<file path="src/rtl/quad_lane_fifo.sv">
`timescale 1ns/1ps
module quad_lane_fifo #(
  parameter int DEPTH = 16
) (
  input  logic        clk,
  input  logic        rst_n,
  input  logic        soft_rst,
  input  logic        tx_wr_word,
  input  logic        tx_wr_byte,
  input  logic [31:0] tx_wdata,
  input  logic        tx_rd_word,
  input  logic        tx_rd_byte,
  output logic [31:0] tx_rdata,
  output logic        tx_full,
  output logic        tx_half,
  output logic        tx_empty,
  input  logic        rx_wr_word,
  input  logic        rx_wr_byte,
  input  logic [31:0] rx_wdata,
  input  logic        rx_rd_word,
  input  logic        rx_rd_byte,
  output logic [31:0] rx_rdata,
  output logic        rx_full,
  output logic        rx_half,
  output logic        rx_word_avail,
  output logic        rx_byte_avail,
  output logic        ill_access
);
  localparam int AW = $clog2(DEPTH);
  localparam int CW = $clog2(DEPTH + 1);

  logic [1:0]       wr_w, wr_b, rd_w, rd_b;
  logic [1:0][31:0] wd, rd;
  logic [1:0]       full, half, nonempty, all_nz, bad;

  assign wr_w = {rx_wr_word, tx_wr_word};
  assign wr_b = {rx_wr_byte, tx_wr_byte};
  assign rd_w = {rx_rd_word, tx_rd_word};
  assign rd_b = {rx_rd_byte, tx_rd_byte};
  assign wd   = {rx_wdata, tx_wdata};

  for (genvar d = 0; d < 2; d++) begin : g_dir
    logic [3:0] lfull, lnz, lhalf;
    logic push_ok, pop_ok;

    assign push_ok = (wr_w[d] ^ wr_b[d]) & (wr_w[d] ? ~|lfull : ~lfull[0]);
    assign pop_ok  = (rd_w[d] ^ rd_b[d]) & (rd_w[d] ? &lnz : lnz[0]);
    assign bad[d]  = ((wr_w[d] | wr_b[d]) & ~push_ok) | ((rd_w[d] | rd_b[d]) & ~pop_ok);

    for (genvar k = 0; k < 4; k++) begin : g_lane
      logic [7:0]    mem [DEPTH];
      logic [AW-1:0] wp, rp;
      logic [CW-1:0] cnt;
      logic          pe, qe;

      assign pe = push_ok & (wr_w[d] | (k == 0));
      assign qe = pop_ok  & (rd_w[d] | (k == 0));

      always_ff @(posedge clk)
        if (pe) mem[wp] <= wd[d][8*k +: 8];

      always_ff @(posedge clk or negedge rst_n)
        if (!rst_n) begin
          wp <= '0; rp <= '0; cnt <= '0;
        end else if (soft_rst) begin
          wp <= '0; rp <= '0; cnt <= '0;
        end else begin
          if (pe) wp <= wp + AW'(1);
          if (qe) rp <= rp + AW'(1);
          cnt <= cnt + CW'(pe) - CW'(qe);
        end

      assign lfull[k] = (cnt == CW'(DEPTH));
      assign lhalf[k] = (cnt >= CW'(DEPTH / 2));
      assign lnz[k]   = (cnt != '0);
      assign rd[d][8*k +: 8] = mem[rp];
    end

    assign full[d]     = |lfull;
    assign half[d]     = |lhalf;
    assign nonempty[d] = lnz[0];
    assign all_nz[d]   = &lnz;
  end

  always_ff @(posedge clk or negedge rst_n)
    if (!rst_n)        ill_access <= 1'b0;
    else if (soft_rst) ill_access <= 1'b0;
    else               ill_access <= |bad;

  assign tx_rdata      = rd[0];
  assign rx_rdata      = rd[1];
  assign tx_full       = full[0];
  assign tx_half       = half[0];
  assign tx_empty      = ~|{g_dir[0].lnz};
  assign rx_full       = full[1];
  assign rx_half       = half[1];
  assign rx_word_avail = all_nz[1];
  assign rx_byte_avail = nonempty[1];
endmodule

</file>
<file path="config.mk">
export PLATFORM = sky130hd
export DESIGN_NAME = quad_lane_fifo
export DESIGN_NICKNAME = d
export VERILOG_FILES = /design/src/rtl/quad_lane_fifo.sv
export SDC_FILE = /design/constraint.sdc
export NUM_CORES = 1
export LEC_CHECK = 0
export BUFFER_PORTS_ARGS = -buffer_cell sky130_fd_sc_hd__buf_2
export CAP_MARGIN = 20
export CORE_MARGIN = 2
export CORE_UTILIZATION = 62
export DETAILED_ROUTE_END_ITERATION = 8
export PLACE_DENSITY = 0.8
export RECOVER_POWER = 50
export SETUP_SLACK_MARGIN = 0.02
export SLEW_MARGIN = 10
export SYNTH_ARGS = -nofsm -noshare
export SYNTH_HDL_FRONTEND = slang
export SYNTH_SLANG_ARGS = --single-unit
</file>
<file path="constraint.sdc">
create_clock -name clk -period 3.6 [get_ports clk]
set_input_delay 0.36 -clock clk [delete_from_list [all_inputs] [get_ports clk]]
set_output_delay 0.36 -clock clk [all_outputs]
set_load 0.02 [all_outputs]
</file>
==> results of run 1 <==
==> what timing repair did <==
item,4_1_cts,5_1_grt
resized for setup,0,2
setup endpoints to repair,0,5
hold buffers,1,0
hold endpoints to repair,54,0
==> worst max-delay path, stage by stage (launching register included) <==
cell     delay [ps]
dfrtp_1         400
inv_1           140
ha_1            200
or4b_2          690
nor4_1          690
buf_2           320
==> report_power, final <==
part,switching (W),internal (W)
combinational,0.00312,0.00225
clock,0.00478,0.00642
sequential,0.000374,0.0148
total,0.00828,0.0235
==> cell usage after synthesis, types with 16 or more instances <==
cell type  instances
nor2_1            46
mux2i_1           16
mux4_2           304
a21oi_1           81
and4_1            24
nor4b_1           38
buf_2             41
and3_1            37
edfxtp_1        1024
or4_1             26
inv_1             96
or3_1             20
and4b_1           36
clkbuf_1          84
dfrtp_1          105
buf_1             16
ha_1             102
o31ai_1           28
a21o_1            18
nor2b_1           29
nand3_1           37
nand2_1           17
o21ai_0           42
==> placed cells by master (no fill, tap or decap), types with 26 or more instances in the layout <==
cell type and n:
a21oi_1 81, and3_1 37, and4b_1 36, buf_2 79, buf_4 68, clkbuf_1 90, clkbuf_16 109, clkinv_1 26
dfrtp_1 97, edfxtp_1 1024, ha_1 102, inv_1 96, mux4_2 304, nand3_1 37, nor2_1 46, nor2b_1 29
nor4b_2 26, o21ai_0 42, o31ai_1 28, or4_1 26
==> metal layers <==
layer / wire [µm] / global-route usage, % / share of wire, % / up-vias
met5: 30 / 0 / 0.031 / -
met4: 2550 / 7.47 / 2.6 / 4
met3: 6670 / 3.95 / 6.9 / 180
met2: 50200 / 43.4 / 52 / 1009
met1: 37800 / 35.3 / 39 / 12318
li1: - / - / - / 10174
==> kinds of logic after synthesis <==
kind of cell / Yosys count / synth area share [%]
simple gates: 362 / 5.30
flops: 1129 / 71.5
xor+xnor: 20 / 0.375
fa+ha+maj: 110 / 3.08
compound gates: 195 / 2.58
mux: 326 / 15.2
buf+inv: 238 / 2.04
==> flip-flops by register name (all words and copies together), names as in the netlist <==
signal	cells
g_dir.g_lane.mem	1024
g_dir.g_lane.cnt	40
g_dir.g_lane.rp	32
g_dir.g_lane.wp	32
ill_access	1
==> layout make-up <==
cell class | count | area (µm²)
Sequential cell | 1129 | 33400
Fill cell | 4327 | 22100
Multi-Input combinational cell | 1013 | 12500
Clock buffer | 138 | 2900
Timing Repair Buffer | 221 | 1260
Tap cell | 969 | 1210
Clock inverter | 64 | 624
Inverter | 96 | 360
Antenna cell | 5 | 12.5
==> worst min path at each step <==
stage                                          to    startpoint  cells after the start  slack (ps)
floorplan               g_dir[0].g_lane[0].cnt[0]         rst_n                      0          60
global placement         g_dir[0].g_lane[3].rp[0]         rst_n                      1         470
detailed placement       g_dir[1].g_lane[1].wp[3]         rst_n                      1         500
CTS                 g_dir[0].g_lane[2].mem[15][1]  tx_wdata[17]                      1          30
global route             g_dir[0].g_lane[0].wp[1]    tx_wr_word                      4         190
finish                   g_dir[0].g_lane[0].wp[1]    tx_wr_word                      4         170
==> per-stage QoR <==
step	utilization (%)	total power [W]	hold WS (ps)	setup slack (ps)	area, µm²
after detailed placement	65.6	0.0208	503	238	48800
after global placement	65.6	0.0205	470	401	48800
final	70.3	0.0318	171	122	52300
after floorplan	-	0.0190	64.4	518	46700
after global routing	70.3	0.0329	190	35.0	52300
after CTS	70.4	0.0319	29.3	65.2	52400
==> results.sh, run 1 <==
export IMPL_status="finished with violations"
export IMPL_violations="max-capacitance violations, max-slew violations"
export IMPL_grt_total_usage_pct=25.7
export IMPL_crit_path_end="tx_empty"
export IMPL_yosys_top_cells_area="edfxtp_1 66%, mux4_2 15%, dfrtp_1 5.6%"
export IMPL_drt_wl_total_um=97200
export IMPL_clockBufferDepth=3
export IMPL_finalHoldViolCount=0
export IMPL_synth_cell_type_count=51
export IMPL_synth_area_leader_cell="edfxtp_1"
export IMPL_path_clk_slew_ps=60
export IMPL_slew_headroom_pct=-4.22
export IMPL_syn_area_mm2=0.0467
export IMPL_tightest_slew_ps=1560
export IMPL_r2r_setup_slack_ps=220
export IMPL_first_pass_iters=6
export IMPL_postCtsSetupBuffers=0
export IMPL_syn_area_per_cell_um2=19.6
export IMPL_fin_crit_ps=3480
export IMPL_rr_startpoint="g_dir[0].g_lane[3].cnt[3]"
export IMPL_grt_pass1_vias=24724
export IMPL_synth_cells=2380
export IMPL_p_leak_nw=17.1
export IMPL_syn_to_final_growth_pct=12.0
export IMPL_peakVddDrop_mv=0.465
export IMPL_cts_max_level=3
export IMPL_clk_latency_ps=670
export IMPL_port_buffers=146
export IMPL_critPathKind="register to primary output"
export IMPL_io_pins=147
export IMPL_numCtsBuffers=109
export IMPL_cts_tree="built"
export IMPL_synth_edf_count=1024
export IMPL_grt_max_degree=64
export IMPL_yosysTopAreaCellShare_pct=65.9
export IMPL_reg2reg_to="g_dir[0].g_lane[0].cnt[4]"
export IMPL_ant_nets=0
export IMPL_core_area_mm2=0.0744
export IMPL_post_dp_hpwl_um=61000
export IMPL_critPathLaunchType="register"
export IMPL_maxCapViolations=1
export IMPL_avgRoutedWirePerCell_um=26.7
export IMPL_drive_gt1_share_pct=25.1
export IMPL_period_share_pct=96.6
export IMPL_cts_sinks=1129
export IMPL_crit_start="g_dir[0].g_lane[3].cnt[3]"
export IMPL_ys_warn_count=0
export IMPL_synth_seq_cells=1129
export IMPL_die_area_mm2=0.0775
export IMPL_start_util_pct=62.7
export IMPL_async_flop_share_pct=9.30
export IMPL_min_path_type="primary input to register"
export IMPL_place_inst=3427
export IMPL_ctsRootBufferMaster="clkbuf_16"
export IMPL_required_ps=3240
export IMPL_route_detailed_drc=0
export IMPL_grt_first_pass_wirelength_um=150000
export IMPL_vias=23685
export IMPL_synthFlopType="edfxtp_1"
export IMPL_fin_skew_ps=33.5
export IMPL_rr_worst_depth=13
export IMPL_row_count=100
export IMPL_arrival_ps=3120
export IMPL_gp_congestion=0.824
export IMPL_drt_initial_drc_count=2598
export IMPL_final_setup_tns_ps=0
export IMPL_stdcell_count=3635
export IMPL_ys_seq_area_share_pct=71.5
export IMPL_max_freq_ghz=0.288
export IMPL_antenna_found_initial=8
export IMPL_crit_path_end_kind="primary output"
export IMPL_powerDensity_mw_per_mm2=607
export IMPL_slew_violations=57
export IMPL_die_w_um=278
export IMPL_grt_ovfl_total=0
export IMPL_rsz0062_at_grt="no"
export IMPL_cp_max_fo=4
export IMPL_die_h_um=278
export IMPL_vias_per_cell=6.52
export IMPL_nets=2755
export IMPL_setup_violations=0
export IMPL_synth_fp_nets=2565
No activity file was read; power rests on OpenSTA's default activity.
==> run 2, diff against run 1 <==
--- a/config.mk
+++ b/config.mk
@@ -7,6 +7,7 @@
 export LEC_CHECK = 0
 export BUFFER_PORTS_ARGS = -buffer_cell sky130_fd_sc_hd__buf_2
 export CAP_MARGIN = 20
+export CORE_ASPECT_RATIO = 1.75
 export CORE_MARGIN = 2
 export CORE_UTILIZATION = 62
 export DETAILED_ROUTE_END_ITERATION = 8
==> run 2 against run 1 <==
  * The flow now finishes without violations
  * Register-to-register slack improved by 70 ps
  * Maximum frequency grew 2.8%
  * Combinational power about the same
  * Final cell count decreased by 0.80%
  * Critical path depth shrank 1
  * Setup slack better by 95 ps
  * Via count is 1.5% lower
  * Flip-flop and latch count unchanged
  * Largest cell class unchanged
  * Highest routed layer unchanged
==> results.sh, run 2 (synthesized netlist as in run 1, its figures left out) <==
export IMPL_status="finished clean"
export IMPL_cp_slowest_cell="dfrtp_2"
export IMPL_vias_per_cell=6.47
export IMPL_die_area_mm2=0.0776
export IMPL_cts_max_level=3
export IMPL_place_inst=3404
export IMPL_syn_to_final_growth_pct=11.5
export IMPL_slew_headroom_pct=2.82
export IMPL_crit_path_end_kind="primary output"
export IMPL_stdcell_count=3606
export IMPL_maxCapViolations=0
export IMPL_drt_initial_drc_count=1943
export IMPL_start_util_pct=62.4
export IMPL_drive_gt1_share_pct=24.9
export IMPL_regMostFlops="g_dir.g_lane.mem"
export IMPL_gp_congestion=0.850
export IMPL_finalHoldViolCount=0
export IMPL_critPathLaunchType="register"
export IMPL_vias=23319
export IMPL_die_w_um=211
export IMPL_final_setup_tns_ps=0
export IMPL_required_ps=3240
export IMPL_postPlaceCellArea_mm2=0.0488
export IMPL_peakVddDrop_mv=0.546
export IMPL_critPathKind="register to primary output"
export IMPL_tightest_slew_ps=1460
export IMPL_die_h_um=367
export IMPL_fin_crit_ps=3380
export IMPL_slew_violations=0
export IMPL_fin_area_mm2=0.0521
export IMPL_seqCellArea_mm2=0.0334
export IMPL_place_ws_ps=350
export IMPL_io_pins=147
export IMPL_slowest_delay_ps=790
export IMPL_setup_violations=0
export IMPL_reg_top3="g_dir.g_lane.mem x1024, g_dir.g_lane.cnt x40"
export IMPL_ant_nets=0
export IMPL_numCtsBuffers=96
export IMPL_path_clk_slew_ps=70
export IMPL_final_common_cell="edfxtp_1"
export IMPL_fin_skew_ps=24.2
export IMPL_powerDensity_mw_per_mm2=594
export IMPL_grt_max_degree=100
export IMPL_crit_chain="buf_12 -> mux4_2 -> mux4_2 -> buf_2"
export IMPL_clk_latency_ps=700
export IMPL_p_leak_nw=17.0
export IMPL_max_freq_ghz=0.296
export IMPL_arrival_ps=3020
export IMPL_row_count=133
export IMPL_grt_total_usage_pct=25.7
export IMPL_period_share_pct=94.0
export IMPL_cts_tree="built"
export IMPL_route_detailed_drc=0
export IMPL_grt_pass1_vias=24859
export IMPL_critPathBufInv=2
export IMPL_grt_first_pass_wirelength_um=148000
export IMPL_rsz0062_at_grt="no"
export IMPL_first_pass_iters=5
export IMPL_ctsRootBufferMaster="clkbuf_16"
export IMPL_antenna_found_initial=4
export IMPL_multi_input_area_mm2=0.0125
export IMPL_postCtsSetupBuffers=0
export IMPL_cp_max_fo=20
export IMPL_min_path_type="primary input to register"
export IMPL_final_cell_mix="1024 x edfxtp_1, 304 x mux4_2, 102 x ha_1"
export IMPL_port_buffers=146
export IMPL_setup_slack_ps=217
export IMPL_clockBufferDepth=3
export IMPL_largest_register_ffs=1024
export IMPL_grt_ovfl_total=0
export IMPL_post_dp_hpwl_um=64000
export IMPL_cts_sinks=1129
export IMPL_cp_common_cell="mux4_2"
export IMPL_avgRoutedWirePerCell_um=26.8
export IMPL_crit_family="multiplexers"
export IMPL_core_area_mm2=0.0749
export IMPL_drt_wl_total_um=96500
export IMPL_nets=2762
export IMPL_final_fill_count=4528
## run 2: cell count changes in the layout (fill, tap and decap cells not counted), moves of 5 or more
cell	before	now
dlygate4sd3_1	1	20
clkbuf_16	109	97
clkinv_1	26	16
clkbuf_1	90	83
clkinv_4	1	6
## run 2: metal layers
metal	vias to the layer above	share of wire (%)	track usage, %
li1	10146	-	-
met1	12174	34	28.9
met2	787	57	48.1
met3	210	4.8	3.49
met4	2	3.8	11.2
met5	-	0.017	0
## run 2: tightest hold or removal path, delay by kind of cell
| family | cells | cell delay, ps |
|---|---|---|
| AO/OA/AOI/OAI | 2 | 190 |
| AND/OR/NAND/NOR | 1 | 110 |
| buffers and inverters | 1 | 120 |
## run 2: timing repair
item,in CTS,in global routing
hold buffers,20,0
setup endpoints to repair,2,5
pin swaps,0,0
hold endpoints to repair,240,0
resized for setup,1,1
## run 2: final timing paths
check                                     startpoint  slack (ps)                         to  cells after the start
min                                       tx_wr_word         120   g_dir[0].g_lane[0].wp[1]                      4
max reg2reg                g_dir[0].g_lane[2].cnt[3]         290  g_dir[0].g_lane[1].cnt[4]                     13
max in group asynchronous                      rst_n        1150   g_dir[1].g_lane[1].rp[0]                      3
min reg2reg                 g_dir[1].g_lane[2].rp[1]         560   g_dir[1].g_lane[2].rp[1]                      2
max                         g_dir[0].g_lane[0].rp[0]         220                tx_rdata[3]                      4
min in group asynchronous                      rst_n         580   g_dir[0].g_lane[1].wp[3]                      2
## run 2: layout make-up
cell class	instances	area share, %
inverter	96	0.692
antenna	2	0.00961
clock inverter	66	1.21
clock buffer	114	4.82
tap	945	2.27
timing repair buffer	241	2.81
multi-input combinational	1013	24.1
sequential	1129	64.1
## run 2: report_power, final
group	switching, W	internal [W]
registers	0.000367	0.0148
logic	0.00313	0.00226
clock network	0.00468	0.00568
## run 2: through the flow
step	hold slack [ps]	util, %	power, W
after floorplan	64.4	-	0.0190
after global placement	455	65.2	0.0205
after detailed placement	471	65.2	0.0208
after CTS	0.327	69.7	0.0312
after global routing	151	69.5	0.0320
final	121	69.6	0.0309
==> run 3, diff against run 2 <==
--- a/config.mk
+++ b/config.mk
@@ -5,7 +5,7 @@
 export SDC_FILE = /design/constraint.sdc
 export NUM_CORES = 1
 export LEC_CHECK = 0
-export BUFFER_PORTS_ARGS = -buffer_cell sky130_fd_sc_hd__buf_2
+export BUFFER_PORTS_ARGS = -buffer_cell sky130_fd_sc_hd__buf_4
 export CAP_MARGIN = 20
 export CORE_ASPECT_RATIO = 1.75
 export CORE_MARGIN = 2
==> run 3 against run 2 <==
  * The run now ends with max-capacitance violations, max-slew violations left
  * Flip-flop and latch count unchanged
  * Die area did not move
  * Sequential share of layout area decreased by 0.75 points
  * Highest routed layer unchanged
==> results.sh, run 3 (synthesized netlist as in run 1, its figures left out) <==
export IMPL_core_area_mm2=0.0749
export IMPL_tightest_slew_ps=1730
export IMPL_critPathLaunchType="register"
export IMPL_grt_total_usage_pct=25.8
export IMPL_p_leak_nw=17.2
export IMPL_nets=2806
export IMPL_crit_start="g_dir[0].g_lane[2].rp[0]"
export IMPL_drive_gt1_share_pct=24.3
export IMPL_required_ps=3240
export IMPL_crit_path_end_kind="primary output"
export IMPL_post_dp_hpwl_um=64800
export IMPL_maxCapViolations=1
export IMPL_reg2reg_to="g_dir[0].g_lane[0].cnt[4]"
export IMPL_slew_violations=32
export IMPL_grt_first_pass_wirelength_um=149000
export IMPL_die_area_mm2=0.0776
export IMPL_port_buffers=146
export IMPL_rr_startpoint="g_dir[0].g_lane[1].cnt[2]"
export IMPL_route_detailed_drc=0
export IMPL_rsz0062_at_grt="no"
export IMPL_path_clk_slew_ps=70
export IMPL_die_w_um=211
export IMPL_grt_pass1_vias=25211
export IMPL_grt_ovfl_total=0
export IMPL_cp_max_fo=19
export IMPL_powerDensity_mw_per_mm2=591
export IMPL_r2r_setup_slack_ps=310
export IMPL_rr_worst_depth=13
export IMPL_die_h_um=367
export IMPL_slew_headroom_pct=-15.2
export IMPL_postPlaceCellArea_mm2=0.0492
export IMPL_final_cell_mix="1024 x edfxtp_1, 304 x mux4_2, 151 x buf_4"
export IMPL_drt_wl_total_um=96800
export IMPL_avgRoutedWirePerCell_um=26.6
export IMPL_crit_path_end="tx_rdata[19]"
export IMPL_regMostFlops="g_dir.g_lane.mem"
export IMPL_fin_skew_ps=20.8
export IMPL_final_fill_count=4529
export IMPL_ant_nets=0
export IMPL_first_pass_iters=7
export IMPL_cts_max_level=3
export IMPL_io_pins=147
export IMPL_gp_congestion=0.840
export IMPL_final_common_cell="edfxtp_1"
export IMPL_cts_sinks=1129
export IMPL_numCtsBuffers=94
export IMPL_final_setup_tns_ps=0
export IMPL_cts_tree="built"
export IMPL_clockBufferDepth=3
export IMPL_power_w=0.0311
export IMPL_syn_to_final_growth_pct=12.9
export IMPL_vias=23510
export IMPL_critPathKind="register to primary output"
export IMPL_setup_violations=0
export IMPL_peakVddDrop_mv=0.613
export IMPL_drt_initial_drc_count=1916
export IMPL_largest_register_ffs=1024
export IMPL_status="finished with violations"
export IMPL_start_util_pct=62.4
export IMPL_max_freq_ghz=0.297
export IMPL_place_inst=3404
export IMPL_ctsRootBufferMaster="clkbuf_16"
export IMPL_reg_top3="g_dir.g_lane.mem x1024, g_dir.g_lane.cnt x40"
export IMPL_fin_crit_ps=3370
export IMPL_antenna_found_initial=2
export IMPL_arrival_ps=3010
export IMPL_vias_per_cell=6.46
export IMPL_fin_area_mm2=0.0527
export IMPL_violations="max-capacitance violations, max-slew violations"
export IMPL_grt_max_degree=62
export IMPL_finalHoldViolCount=0
export IMPL_min_path_type="primary input to register"
export IMPL_period_share_pct=93.5
export IMPL_antenna_cells=0
export IMPL_clk_latency_ps=690
export IMPL_row_count=133
export IMPL_stdcell_count=3640
-- run 3: routing by layer --
| metal | up-vias | wire length (µm) | global-route usage, % |
|---|---|---|---|
| met1 | 12267 | 32500 | 28.3 |
| met5 | - | 19 | 0 |
| met4 | 4 | 3800 | 10.7 |
| met3 | 228 | 4830 | 4.09 |
| li1 | 10230 | - | - |
| met2 | 781 | 55700 | 49.1 |
-- run 3: where the power goes --
part           internal (W)  leakage, nW  total (W)  switching, W
combinational       0.00245         5.07    0.00563       0.00317
sequential           0.0148         10.6     0.0152      0.000374
clock               0.00575         1.51     0.0103       0.00457
total                0.0230         17.2     0.0311       0.00812
-- run 3: how the worst min path moves through the flow --
stage	from	slack, ps	depth (start not counted)	endpoint
after floorplan	rst_n	60	0	g_dir[0].g_lane[0].cnt[0]
after global placement	rst_n	440	1	g_dir[0].g_lane[3].wp[3]
after detailed placement	rst_n	450	1	g_dir[0].g_lane[3].wp[0]
after CTS	rx_wr_word	70	4	g_dir[1].g_lane[0].wp[1]
after global routing	rx_wr_word	130	4	g_dir[1].g_lane[0].wp[0]
final	rx_wr_word	120	4	g_dir[1].g_lane[0].wp[1]
-- run 3: worst max-delay path, cell delays in order, from the launching register on --
cell,delay [ps]
dfrtp_4,670
buf_4,390
mux4_2,580
mux4_2,500
buf_4,180
-- run 3: timing repair --
item                       4_1_cts  5_1_grt
hold buffers                    65        0
buffers inserted                 0        1
setup endpoints to repair       10        8
resized for setup                3        3
hold endpoints to repair      1050        0
-- run 3: area by class of cell --
cell class | instances | area [µm²] | area share, %
multi-input combinational | 1013 | 12500 | 23.8
clock buffer | 115 | 2450 | 4.65
inverter | 96 | 364 | 0.691
sequential | 1129 | 33400 | 63.4
clock inverter | 55 | 647 | 1.23
tap | 945 | 1180 | 2.24
timing repair buffer | 287 | 2120 | 4.01
-- run 3: through the flow --
step                      util, %  hold WS (ps)  setup WS (ps)
after floorplan                 -          64.4            518
after global placement       65.7           439            383
after detailed placement     65.7           451            295
after CTS                    70.7          66.7           30.5
after global routing         70.4           128           21.9
final                        70.4           122            234
